### config.mk
export PLATFORM = sky130hd
export DESIGN_NAME = ide_dma_sequencer
export DESIGN_NICKNAME = d
export VERILOG_FILES = /design/src/rtl/idedma_pkg.sv /design/src/rtl/idedma_progress.sv /design/src/rtl/idedma_offset.sv /design/src/rtl/ide_dma_sequencer.sv
export SDC_FILE = /design/constraint.sdc
export NUM_CORES = 1
export LEC_CHECK = 0
export BUFFER_PORTS_ARGS = -buffer_cell sky130_fd_sc_hd__buf_2
export CAP_MARGIN = 20
export CORE_ASPECT_RATIO = 0.7
export CORE_MARGIN = 2
export CORE_UTILIZATION = 58
export CTS_CLUSTER_SIZE = 20
export DETAILED_ROUTE_END_ITERATION = 12
export PLACE_DENSITY_LB_ADDON = 0.2
export RECOVER_POWER = 50
export SYNTH_ARGS = -nofsm -noshare
export SYNTH_HDL_FRONTEND = slang
export SYNTH_SLANG_ARGS = --single-unit
### constraint.sdc
create_clock -name clk -period 5.3 [get_ports clk]
set_input_delay 0.265 -clock clk [delete_from_list [all_inputs] [get_ports clk]]
set_output_delay 0.265 -clock clk [all_outputs]
set_load 0.01 [all_outputs]
### src/rtl/idedma_pkg.sv
// Shared types and constants for the IDE DMA transfer sequencer.
// Assumes: command codes are fixed by the drive side's command decode.
package idedma_pkg;

    typedef enum logic [1:0] {
        ST_IDLE = 2'd0,
        ST_RUN  = 2'd1,
        ST_XFER = 2'd2
    } seq_state_t;

    localparam logic [1:0] OP_READ  = 2'd0;
    localparam logic [1:0] OP_WRITE = 2'd1;
    localparam logic [1:0] OP_TRIM  = 2'd2;

    localparam int DISK_SHIFT = 9;
    localparam int PKT_SHIFT  = 11;

endpackage

### src/rtl/idedma_progress.sv
// Remaining byte count and progress index of one transfer.
// Assumes: load and step are never high together in a way that matters;
// load wins. The remaining count is signed, so an oversize last chunk
// drives it below zero.
module idedma_progress #(
    parameter int REM_W = 19,
    parameter int IDX_W = 20,
    parameter int LEN_W = 16
) (
    input  logic                    clk,
    input  logic                    rst_n,
    input  logic                    load,
    input  logic [REM_W-1:0]        load_val,
    input  logic                    step,
    input  logic [LEN_W-1:0]        step_len,
    output logic signed [REM_W-1:0] rem,
    output logic [IDX_W-1:0]        idx,
    output logic                    rem_le0
);

    logic [REM_W-1:0] ext_len;

    // Zero-extend the chunk length to the count width.
    always_comb ext_len = {{(REM_W-LEN_W){1'b0}}, step_len};

    // Load on start, otherwise move bytes from remaining to index per chunk.
    always_ff @(posedge clk) begin
        if (!rst_n) begin
            rem <= '0;
            idx <= '0;
        end else if (load) begin
            rem <= $signed(load_val);
            idx <= '0;
        end else if (step) begin
            rem <= rem - $signed(ext_len);
            idx <= idx + IDX_W'(step_len);
        end
    end

    // Transfer end test: remaining at or below zero.
    always_comb rem_le0 = rem[REM_W-1] || (rem == '0);

    AST_IDX_CLEAR_ON_LOAD: assert property (@(posedge clk) disable iff (!rst_n)
        load |=> (idx == '0));

    AST_IDX_MONOTONIC: assert property (@(posedge clk) disable iff (!rst_n)
        (step && !load) |=> (idx >= $past(idx)));

endmodule

### src/rtl/idedma_offset.sv
// Media byte offset: block address scaled by device granularity plus index.
// Assumes: OFF_W leaves room for the packet shift and the index carry.
module idedma_offset #(
    parameter int LBA_W = 20,
    parameter int IDX_W = 20,
    parameter int OFF_W = 32
) (
    input  logic             is_pkt,
    input  logic [LBA_W-1:0] lba,
    input  logic [IDX_W-1:0] idx,
    output logic [OFF_W-1:0] off
);
    import idedma_pkg::*;

    logic [OFF_W-1:0] lba_w;
    logic [OFF_W-1:0] base;

    // Scale the block address by the device's block size and add the index.
    always_comb begin
        lba_w = OFF_W'(lba);
        base  = is_pkt ? (lba_w << PKT_SHIFT) : (lba_w << DISK_SHIFT);
        off   = base + OFF_W'(idx);
    end

endmodule

### src/rtl/ide_dma_sequencer.sv
// Top of the IDE DMA transfer sequencer. Accepts a start from the drive
// side, services descriptor chunks from the DMA channel one at a time,
// issues one storage request per chunk and signals completion or abort.
// Assumes: chunk_req is held until chunk_ack; the storage side answers each
// request with exactly one store_ack or store_err.
module ide_dma_sequencer #(
    parameter  int LBA_W  = 20,
    parameter  int SECT_W = 8,
    parameter  int PKT_W  = 16,
    parameter  int LEN_W  = 16,
    localparam int OFF_W  = LBA_W + 12
) (
    input  logic              clk,
    input  logic              rst_n,
    input  logic              start,
    input  logic              dev_packet,
    input  logic              packet_blocks,
    input  logic [1:0]        op_code,
    input  logic [LBA_W-1:0]  lba,
    input  logic [SECT_W-1:0] sector_count,
    input  logic [PKT_W-1:0]  packet_bytes,
    output logic              kick,
    output logic              dma_active,
    input  logic              chunk_req,
    input  logic [LEN_W-1:0]  chunk_len,
    output logic              chunk_ack,
    output logic              chunk_stall,
    output logic              store_req,
    output logic              store_dir,
    output logic [OFF_W-1:0]  store_off,
    output logic [LEN_W-1:0]  store_len,
    input  logic              store_ack,
    input  logic              store_err,
    input  logic              flush_req,
    output logic              flush_ack,
    output logic              done,
    output logic              error,
    output logic              status_ready
);
    import idedma_pkg::*;

    localparam int SIZE_W = (PKT_W > SECT_W + 9) ? PKT_W : SECT_W + 9;
    localparam int REM_W  = SIZE_W + 2;
    localparam int IDX_W  = REM_W + 1;

    seq_state_t               state;
    logic                     pkt_q;
    logic                     bytemode_q;
    logic [LBA_W-1:0]         lba_q;
    logic                     start_go;
    logic                     take;
    logic                     issue;
    logic [LEN_W-1:0]         issue_len;
    logic [REM_W-1:0]         load_val;
    logic signed [REM_W-1:0]  rem;
    logic [IDX_W-1:0]         idx;
    logic                     rem_le0;
    logic [OFF_W-1:0]         cur_off;
    logic signed [REM_W-1:0]  len_s;

    // Accept conditions for a start and for a fresh chunk.
    always_comb begin
        start_go = start && (state == ST_IDLE);
        take     = (state == ST_RUN) && chunk_req && !chunk_ack;
        issue    = take && !rem_le0;
    end

    // Initial byte count by device type.
    always_comb load_val = dev_packet ? REM_W'(packet_bytes)
                                      : REM_W'({sector_count, 9'b0});

    // Chunk length, clamped to the remainder in packet byte mode.
    always_comb begin
        len_s = $signed({{(REM_W-LEN_W){1'b0}}, chunk_len});
        if (bytemode_q && (len_s > rem))
            issue_len = rem[LEN_W-1:0];
        else
            issue_len = chunk_len;
    end

    idedma_progress #(
        .REM_W (REM_W),
        .IDX_W (IDX_W),
        .LEN_W (LEN_W)
    ) u_progress (
        .clk      (clk),
        .rst_n    (rst_n),
        .load     (start_go),
        .load_val (load_val),
        .step     (issue),
        .step_len (issue_len),
        .rem      (rem),
        .idx      (idx),
        .rem_le0  (rem_le0)
    );

    idedma_offset #(
        .LBA_W (LBA_W),
        .IDX_W (IDX_W),
        .OFF_W (OFF_W)
    ) u_offset (
        .is_pkt (pkt_q),
        .lba    (lba_q),
        .idx    (idx),
        .off    (cur_off)
    );

    // Transfer state machine and all registered outputs.
    always_ff @(posedge clk) begin
        if (!rst_n) begin
            state        <= ST_IDLE;
            pkt_q        <= 1'b0;
            bytemode_q   <= 1'b0;
            lba_q        <= '0;
            kick         <= 1'b0;
            chunk_ack    <= 1'b0;
            chunk_stall  <= 1'b0;
            store_req    <= 1'b0;
            store_dir    <= 1'b0;
            store_off    <= '0;
            store_len    <= '0;
            flush_ack    <= 1'b0;
            done         <= 1'b0;
            error        <= 1'b0;
            status_ready <= 1'b0;
        end else begin
            kick        <= 1'b0;
            chunk_ack   <= 1'b0;
            chunk_stall <= 1'b0;
            done        <= 1'b0;
            error       <= 1'b0;
            flush_ack   <= flush_req && !store_req;
            unique case (state)
                ST_IDLE: begin
                    chunk_stall <= chunk_req && !chunk_ack;
                    if (start) begin
                        state        <= ST_RUN;
                        pkt_q        <= dev_packet;
                        bytemode_q   <= dev_packet && !packet_blocks;
                        lba_q        <= lba;
                        store_dir    <= !dev_packet && (op_code != OP_READ);
                        kick         <= 1'b1;
                        status_ready <= 1'b0;
                    end
                end
                ST_RUN: begin
                    if (take) begin
                        if (rem_le0) begin
                            chunk_ack    <= 1'b1;
                            done         <= 1'b1;
                            status_ready <= !pkt_q;
                            state        <= ST_IDLE;
                        end else begin
                            store_req <= 1'b1;
                            store_off <= cur_off;
                            store_len <= issue_len;
                            state     <= ST_XFER;
                        end
                    end
                end
                ST_XFER: begin
                    if (store_err) begin
                        store_req <= 1'b0;
                        chunk_ack <= 1'b1;
                        error     <= 1'b1;
                        state     <= ST_IDLE;
                    end else if (store_ack) begin
                        store_req <= 1'b0;
                        chunk_ack <= 1'b1;
                        if (bytemode_q || rem_le0) begin
                            done         <= 1'b1;
                            status_ready <= !pkt_q;
                            state        <= ST_IDLE;
                        end else begin
                            state <= ST_RUN;
                        end
                    end
                end
                default: state <= ST_IDLE;
            endcase
        end
    end

    // Transfer-active flag seen by the channel.
    always_comb dma_active = (state != ST_IDLE);

    AST_KICK_AFTER_START: assert property (@(posedge clk) disable iff (!rst_n)
        (start && !dma_active) |=> (kick && dma_active));

    AST_NO_KICK_WHILE_BUSY: assert property (@(posedge clk) disable iff (!rst_n)
        dma_active |=> !kick);

    AST_STALL_NOT_CONSUMED: assert property (@(posedge clk) disable iff (!rst_n)
        chunk_stall |-> (!store_req && !chunk_ack));

    AST_STORE_HOLD: assert property (@(posedge clk) disable iff (!rst_n)
        (store_req && !store_ack && !store_err) |=>
            (store_req && $stable(store_off) && $stable(store_len)));

    AST_ACK_AFTER_STORE: assert property (@(posedge clk) disable iff (!rst_n)
        (store_req && store_ack) |=> chunk_ack);

    AST_DONE_ENDS_ACTIVE: assert property (@(posedge clk) disable iff (!rst_n)
        done |-> (!dma_active && chunk_ack));

    AST_ERROR_EXCLUSIVE: assert property (@(posedge clk) disable iff (!rst_n)
        error |-> (!done && !dma_active && !status_ready));

    AST_FLUSH_SAFE: assert property (@(posedge clk) disable iff (!rst_n)
        flush_ack |-> !$past(store_req));

endmodule

==> results of run 1 <==
-- worst min-delay path: cells and delay by family --
kind | cells | cell delay [ns]
buf+inv | 1 | 0.07
simple gates | 2 | 0.11
-- per-layer routing --
| metal | global-route usage, % | vias up | routed length [um] |
|---|---|---|---|
| met5 | 0 | - | 13 |
| met4 | 10.9 | 2 | 461 |
| met3 | 8.10 | 48 | 2470 |
| met2 | 45.5 | 402 | 9630 |
| met1 | 44.8 | 3774 | 11100 |
| li1 | - | 4014 | - |
-- cell usage in the layout, fill, tap and decap left out, types with 15 or more instances in the layout --
master | synthesis | final
ha_1 | 63 | 63
o211ai_1 | 16 | 16
and2_1 | 19 | 19
a311oi_1 | 19 | 19
nor2_1 | 64 | 64
nand2_1 | 145 | 145
o21ai_0 | 55 | 55
xnor2_1 | 17 | 17
buf_2 | 11 | 69
a21oi_1 | 104 | 104
nand3_1 | 59 | 59
inv_1 | 42 | 42
mux2i_1 | 16 | 16
mux2_2 | 15 | 15
clkbuf_16 | 0 | 17
a211oi_1 | 21 | 21
dfxtp_1 | 120 | 120
clkbuf_1 | 34 | 62
-- worst max-delay path by stage --
stage                                                from                         endpoint  slack, ns  cells after the start
after floorplan           u_progress.rem[15]$_SDFFE_PN0P_  u_progress.idx[14]$_SDFFE_PP0P_       1.51                     19
after global placement    u_progress.rem[14]$_SDFFE_PN0P_  u_progress.idx[14]$_SDFFE_PP0P_       1.05                     17
after detailed placement  u_progress.rem[15]$_SDFFE_PN0P_  u_progress.idx[14]$_SDFFE_PP0P_       0.87                     17
after CTS                 u_progress.rem[14]$_SDFFE_PN0P_  u_progress.idx[14]$_SDFFE_PP0P_       0.82                     17
after global routing       u_progress.rem[8]$_SDFFE_PN0P_  u_progress.idx[14]$_SDFFE_PP0P_       0.32                     17
final                     u_progress.rem[12]$_SDFFE_PN0P_  u_progress.idx[14]$_SDFFE_PP0P_       0.72                     17
-- state kept, by name, indices dropped and copies added, names as in the netlist, 2 cells and up --
name,cells
state,2
u_progress.idx,20
lba_q,20
store_len,16
u_progress.rem,19
store_off,32
-- synthesized netlist by cell type, types with 8 or more instances --
cell type  instances  area share (%)
a211oi_1          21             1.9
a21o_1            14             1.3
a21oi_1          104             6.4
a311oi_1          19             2.1
and2_1            19             1.5
and3_1            11            0.85
buf_2             11            0.68
clkbuf_1          34             1.6
dfxtp_1          120              30
ha_1              63             9.7
inv_1             42             1.9
mux2_2            15             2.1
mux2i_1           16             2.0
nand2_1          145             6.7
nand2b_1          11            0.85
nand3_1           59             3.6
nand3b_1           8            0.74
nand4_1            8            0.62
nor2_1            64             3.0
nor2b_1            8            0.62
nor3_1            14            0.86
nor4_1             9            0.69
o211ai_1          16             1.5
o21a_1             9            0.83
o21ai_0           55             3.4
o21ai_1           15            0.93
or3_1              9            0.69
xnor2_1           17             1.8
-- logic make-up after synthesis --
logic type / share of synthesized area, %
adder cells (fa/ha/maj): 10.5
multiplexers: 4.06
AO/OA/AOI/OAI: 25.6
XOR/XNOR: 2.16
AND/OR/NAND/NOR: 23.0
buffers and inverters: 5.06
flip-flops: 29.6
-- power by group through the flow --
stage | Sequential, mW | Clock (mW) | Combinational [mW]
final | 1.20 | 1.17 | 1.54
after global routing | 1.22 | 1.22 | 1.70
after global placement | 1.21 | 0 | 1.48
after CTS | 1.19 | 1.18 | 1.52
after detailed placement | 1.21 | 0 | 1.51
after floorplan | 1.19 | 0 | 1.10
-- final cells by class --
cell class | instances | area, sq um | area share [%]
multi-input cells | 821 | 5310 | 57.0
flip-flops and latches | 120 | 2400 | 25.8
repair buffers | 136 | 619 | 6.64
clock buffers | 21 | 470 | 5.04
well taps | 190 | 238 | 2.55
inverters | 43 | 161 | 1.73
clock inverters | 11 | 121 | 1.30
-- per-stage QoR --
step / power [mW] / util [%] / setup slack (ns)
after floorplan: 2.29 / - / 1.51
after global placement: 2.69 / 64.0 / 1.05
after detailed placement: 2.71 / 64.0 / 0.874
after CTS: 3.89 / 68.2 / 0.821
after global routing: 4.15 / 67.7 / 0.322
final: 3.92 / 67.7 / 0.722
==> qor.yml, run 1 <==
finClkSkew_ns: 0.00875
dieArea_sq_um: 15000
rsz0062_at_grt: "false"
overflow: 0
min_from: "flush_req"
hold_buffers: 0
hold_path_class: "in -> reg"
p_sw_mw: 1.56
finalCritPeriodShare_pct: 86.4
coreArea_sq_um: 13800
dr.pass1.iters: 6
max_freq_mhz: 218
dp_hpwl_um: 16400
cp-end-kind: "flip-flop"
synthFlopType: "dfxtp_1"
reg2reg_slack_ns: 0.72
post_route_cells_drive_above_1_share_pct: 12.0
synthCells: 1042
vias_per_cell: 6.14
num-fill-cells: 1207
root_buffer: "clkbuf_16"
stdcell_count: 1342
slew_headroom_pct: -162
p_clk_share_pct: 29.9
placed_cell_area_sq_um: 8810
ctsHtreeMaxLevel: 4
setup_viol: 0
yosys_warnings: 0
area_growth_pct: 14.9
internal-power_mw: 2.35
grt_start_max_net_pins: 81
tns_ns: 0
crit_fanout: 16
start_util_pct: 58.9
r2r_end: "u_progress.idx[14]$_SDFFE_PP0P_"
antenna_found_initial: 1
cts_resized: 0
reg2reg_from: "u_progress.rem[12]$_SDFFE_PN0P_"
path_delay_family: "compound AO/OA/AOI/OAI gates"
numCtsBuffers: 17
synth.distinct_cells: 78
tritoncts: "built"
syn_area_sq_um: 8110
wl_per_cell_um: 17.6
postLayoutCellArea_sq_um: 9330
drc_errors: 0
powerDensity_nw_per_um2: 420
min_to: "flush_ack$_SDFF_PN0_"
crit_chain: "inv_1 > ha_1 > and4_1 > a21o_1 > a211oi_1 > or2_1 > nand3_1 > nand2_1 > ha_1 > inv_1 > fa_1 > nand2b_1 > a211oi_1 > o211ai_1 > a21oi_1 > mux2_2 > o21ai_0"
required_ns: 5.64
cp_num_buf_inv: 2
drt_iter0_drc: 786
routed_wl_um: 23600
fin_hold_ws_ns: 0.0534
grt_pass1_vias: 7313
cp_slowest_cell: "or2_1"
grt_usage_pct: 31.2
tightestPinTransition_ns: 3.93
postCtsSetupRepairBufs: 0
gp_congestion: 0.963
clk_pin_slew_worst_paths_ns: 0.06
io_pins: 129
ant_nets: 0
worst_hold_path.num_cells: 3
switching_share_pct: 39.9
port_buffers: 128
pwr-share-comb_pct: 39.4
path_class: "reg -> reg"
slew_viol_final: 158
reg2reg_depth: 17
grt_pass1_wl_um: 37400
async_flop_share_pct: 0
yosys_register_bits: 120
synth-seq-area-share_pct: 29.6
ir_worst_vdd_uv: 292
start_kind: "flip-flop"
rows: 36
status: "finished with violations"
arrival_ns: 4.91
dp.cells: 1310
drv_cap: 3
violations: "max-capacitance violations, max-slew violations"
crit_path_max_incr_delay_ns: 0.55
nets: 1276
leakagePower_nw: 3.76
synth_nets: 1179
num_vias: 8240
syn_avg_cell_area_sq_um: 7.79
fin_crit_ns: 4.58
final_hold_viol_count: 0
clkLatencyLatePin_ns: 0.42
fp.dieH_um: 103
n_antenna_cell: 0
synth_edf_count: 0
die_w_um: 145
seq_power_share_pct: 30.7
clockBufferDepth: 2
cts.sink_count: 120
Power figures use the tool's default switching activity.
==> inputs of run 2 (changes only) <==
- CORE_UTILIZATION: 58 -> 59
- CTS_BUF_LIST: unset -> sky130_fd_sc_hd__clkbuf_8
==> qor.yml, run 2 (same netlist as run 1, synthesis figures left out) <==
status: "finished with violations"
violations: "max-capacitance violations, max-slew violations"
coreArea_sq_um: 13300
vias_per_cell: 6.20
root_buffer: "clkbuf_8"
port_buffers: 128
postCtsSetupRepairBufs: 0
fin_hold_ws_ns: 0.0530
overflow: 0
reg2reg_from: "u_progress.rem[10]$_SDFFE_PN0P_"
antenna_found_initial: 0
tns_ns: 0
drv_cap: 3
grt_usage_pct: 32.2
tritoncts: "built"
finClkSkew_ns: 0.0121
top_regs: "store_off: 32 flops, lba_q: 20 flops, u_progress.idx: 20 flops"
r2r_end: "u_progress.idx[14]$_SDFFE_PP0P_"
drc_errors: 0
ant_nets: 0
leakagePower_nw: 3.64
p_total_mw: 3.51
critPathLaunch: "u_progress.rem[10]$_SDFFE_PN0P_"
start_kind: "flip-flop"
nets: 1275
gp_congestion: 0.952
postLayoutCellArea_sq_um: 9080
clkLatencyLatePin_ns: 0.44
hold_path_class: "in -> reg"
required_ns: 5.66
finalCritPeriodShare_pct: 84.0
cts.sink_count: 120
final_hold_viol_count: 0
ctsHtreeMaxLevel: 4
dr.pass1.iters: 5
setup_viol: 0
ir_worst_vdd_uv: 177
slew_headroom_pct: -158
arrival_ns: 4.82
post_route_cells_drive_above_1_share_pct: 11.8
clk_pin_slew_worst_paths_ns: 0.08
largest_reg_flops: 32
numCtsBuffers: 17
start_util_pct: 60.9
rows: 35
n_antenna_cell: 0
grt_pass1_wl_um: 37400
fp.dieH_um: 102
final_cell_mix: "nand2_1, dfxtp_1, a21oi_1"
reg2reg_slack_ns: 0.85
grt_start_max_net_pins: 81
fin_crit_ns: 4.45
crit_fanout: 16
hold_buffers: 0
cts_resized: 0
max_freq_mhz: 225
endpoint: "u_progress.idx[14]$_SDFFE_PP0P_"
io_pins: 129
tightestPinTransition_ns: 3.88
area_growth_pct: 11.9
routed_wl_um: 23400
dieArea_sq_um: 14700
clockBufferDepth: 2
dp_hpwl_um: 16800
wl_per_cell_um: 17.5
mostFrequentLayoutCell: "nand2_1"
num_vias: 8289
reg2reg_depth: 17
die_w_um: 144
rsz0062_at_grt: "false"
path_class: "reg -> reg"
cp-end-kind: "flip-flop"
fin_util_pct: 68.2
drt_iter0_drc: 690
grt_pass1_vias: 7382
placed_cell_area_sq_um: 8800
powerDensity_nw_per_um2: 386
regMostFlops: "store_off"
slew_viol_final: 158
-- run 2: how the worst min path moves through the flow --
stage                                     from                         end  cells after the start
floorplan                            flush_req        flush_ack$_SDFF_PN0_                      2
global placement    store_off[14]$_SDFFE_PN0P_  store_off[14]$_SDFFE_PN0P_                      2
detailed placement   store_off[2]$_SDFFE_PN0P_   store_off[2]$_SDFFE_PN0P_                      2
finish                               flush_req        flush_ack$_SDFF_PN0_                      3
global route                            lba[3]       lba_q[3]$_SDFFE_PN0P_                      3
CTS                                  flush_req        flush_ack$_SDFF_PN0_                      3
-- run 2: cell type report --
class                      instances  area [sq um]
timing repair buffer             135           612
fill                            1231          4240
tap                              185           231
sequential                       120          2400
inverter                          43           161
clock inverter                    14           110
clock buffer                      18           248
multi-input combinational        821          5310
-- run 2: worst max-delay path, stage by stage, from the launching register on --
cell,delay (ns)
dfxtp_1,0.40
inv_1,0.06
ha_1,0.30
and4_1,0.22
nand4_1,0.18
o31ai_1,0.29
or2_1,0.52
nand3_1,0.21
nand2_1,0.14
ha_1,0.20
inv_1,0.06
fa_1,0.37
nand2b_1,0.19
a211oi_1,0.35
o211ai_1,0.23
a21oi_1,0.19
mux2_2,0.34
o21ai_0,0.12
-- run 2: metal layers --
| layer | global-route usage [%] | vias to the layer above | wire length (um) |
|---|---|---|---|
| met5 | 0 | - | 0 |
| met4 | 8.44 | 0 | 425 |
| met3 | 8.62 | 44 | 2540 |
| met2 | 45.9 | 412 | 9310 |
| met1 | 48.0 | 3827 | 11100 |
| li1 | - | 4006 | - |
-- run 2: per-stage QoR --
stage / setup WS (ns) / cells
finish: 0.846 / 1336
global route: 0.483 / 1336
global placement: 1.07 / 1304
detailed placement: 0.933 / 1304
CTS: 0.904 / 1336
floorplan: 1.51 / 1042
-- run 2: power by group --
group,switching (mW),total (mW),leakage (nW),internal [mW]
registers,0.152,1.20,0.977,1.05
clock network,0.394,0.770,0.183,0.376
logic,0.966,1.53,2.48,0.569
==> inputs of run 3 (changes only) <==
- clock period: 5.3 -> 4.6 ns (I/O delays scaled with it)
==> qor.yml, run 3 (same netlist as run 1, synthesis figures left out) <==
p_total_mw: 4.12
tns_ns: 0
regMostFlops: "store_off"
antenna_found_initial: 0
dieArea_sq_um: 14700
start_util_pct: 60.9
reg2reg_slack_ns: 0.31
max_freq_mhz: 233
arrival_ns: 4.58
finalCritPeriodShare_pct: 93.2
gp_congestion: 0.973
vias_per_cell: 6.18
grt_pass1_vias: 7319
tightestPinTransition_ns: 2.20
setup_viol: 0
cts_resized: 0
violations: "max-capacitance violations, max-slew violations"
required_ns: 4.90
path_class: "reg -> reg"
slew_headroom_pct: -46.8
io_pins: 129
area_growth_pct: 13.0
ant_nets: 0
grt_usage_pct: 32.1
start_kind: "flip-flop"
powerDensity_nw_per_um2: 449
cp-end-kind: "flip-flop"
postLayoutCellArea_sq_um: 9170
leakagePower_nw: 3.71
finClkSkew_ns: 0.0138
crit_fanout: 10
clockBufferDepth: 2
overflow: 0
postCtsSetupRepairBufs: 0
ir_worst_vdd_uv: 221
mostFrequentLayoutCell: "nand2_1"
dp_hpwl_um: 17000
n_antenna_cell: 0
setup_ws_ns: 0.314
post_route_cells_drive_above_1_share_pct: 12.5
grt_pass1_wl_um: 37300
numCtsBuffers: 17
cts.sink_count: 120
ctsHtreeMaxLevel: 4
fin_util_pct: 68.9
dp.cells: 1311
fin_crit_ns: 4.29
final_cell_mix: "nand2_1, dfxtp_1, a21oi_1"
routed_wl_um: 23400
largest_reg_flops: 32
die_w_um: 144
top_regs: "store_off: 32 flops, lba_q: 20 flops, u_progress.idx: 20 flops"
hold_path_class: "in -> reg"
fp.dieH_um: 102
drt_iter0_drc: 898
port_buffers: 128
clk_pin_slew_worst_paths_ns: 0.07
wl_per_cell_um: 17.4
dr.pass1.iters: 5
final_hold_viol_count: 0
hold_buffers: 0
clkLatencyLatePin_ns: 0.44
place_ws_ns: 0.464
drv_cap: 2
drc_errors: 0
fin_hold_ws_ns: 0.0210
rsz0062_at_grt: "false"
slew_viol_final: 77
grt_start_max_net_pins: 83
coreArea_sq_um: 13300
rows: 35
tritoncts: "built"
placed_cell_area_sq_um: 8850
root_buffer: "clkbuf_8"
num_vias: 8294
stdcell_count: 1341
nets: 1282
status: "finished with violations"
[run 3: cell type report]
class	count	area (sq um)
Inverter	43	161
Fill cell	1198	4140
Timing Repair Buffer	142	668
Multi-Input combinational cell	821	5330
Sequential cell	120	2400
Clock buffer	20	275
Clock inverter	10	104
Tap cell	185	231
[run 3: worst paths after layout]
check	from	end	depth (start not counted)
setup / recovery	u_progress.rem[14]$_SDFFE_PN0P_	u_progress.rem[8]$_SDFFE_PN0P_	17
hold / removal	flush_req	flush_ack$_SDFF_PN0_	3
setup reg to reg	u_progress.rem[14]$_SDFFE_PN0P_	u_progress.rem[8]$_SDFFE_PN0P_	17
hold reg to reg	store_off[14]$_SDFFE_PN0P_	store_off[14]$_SDFFE_PN0P_	2
[run 3: critical path, stage by stage, from the launching register on]
cell,delay [ns]
dfxtp_1,0.40
inv_1,0.09
ha_1,0.31
and4_1,0.23
a21o_1,0.18
a211oi_1,0.27
or2_1,0.28
buf_4,0.23
nand3_1,0.13
and2_1,0.19
ha_1,0.32
o21ai_0,0.16
a21oi_1,0.06
buf_4,0.15
o21ai_0,0.47
a21o_1,0.21
a31oi_1,0.09
nor3_1,0.37
[run 3: per-layer routing]
metal  global-route usage, %  vias to the layer above  part of all wire [%]  routed length (um)
li1                        -                     4021                     -                   -
met1                    49.3                     3835                    48               11300
met2                    46.4                      394                    40                9390
met3                    5.30                       44                   9.7                2270
met4                    8.66                        0                   1.9                 435
met5                       0                        -                     0                   0
[run 3: power breakdown]
group	internal, mW	switching [mW]	total (mW)
Combinational	0.668	1.12	1.79
Clock	0.513	0.433	0.945
Sequential	1.21	0.175	1.39
Total	2.39	1.72	4.12
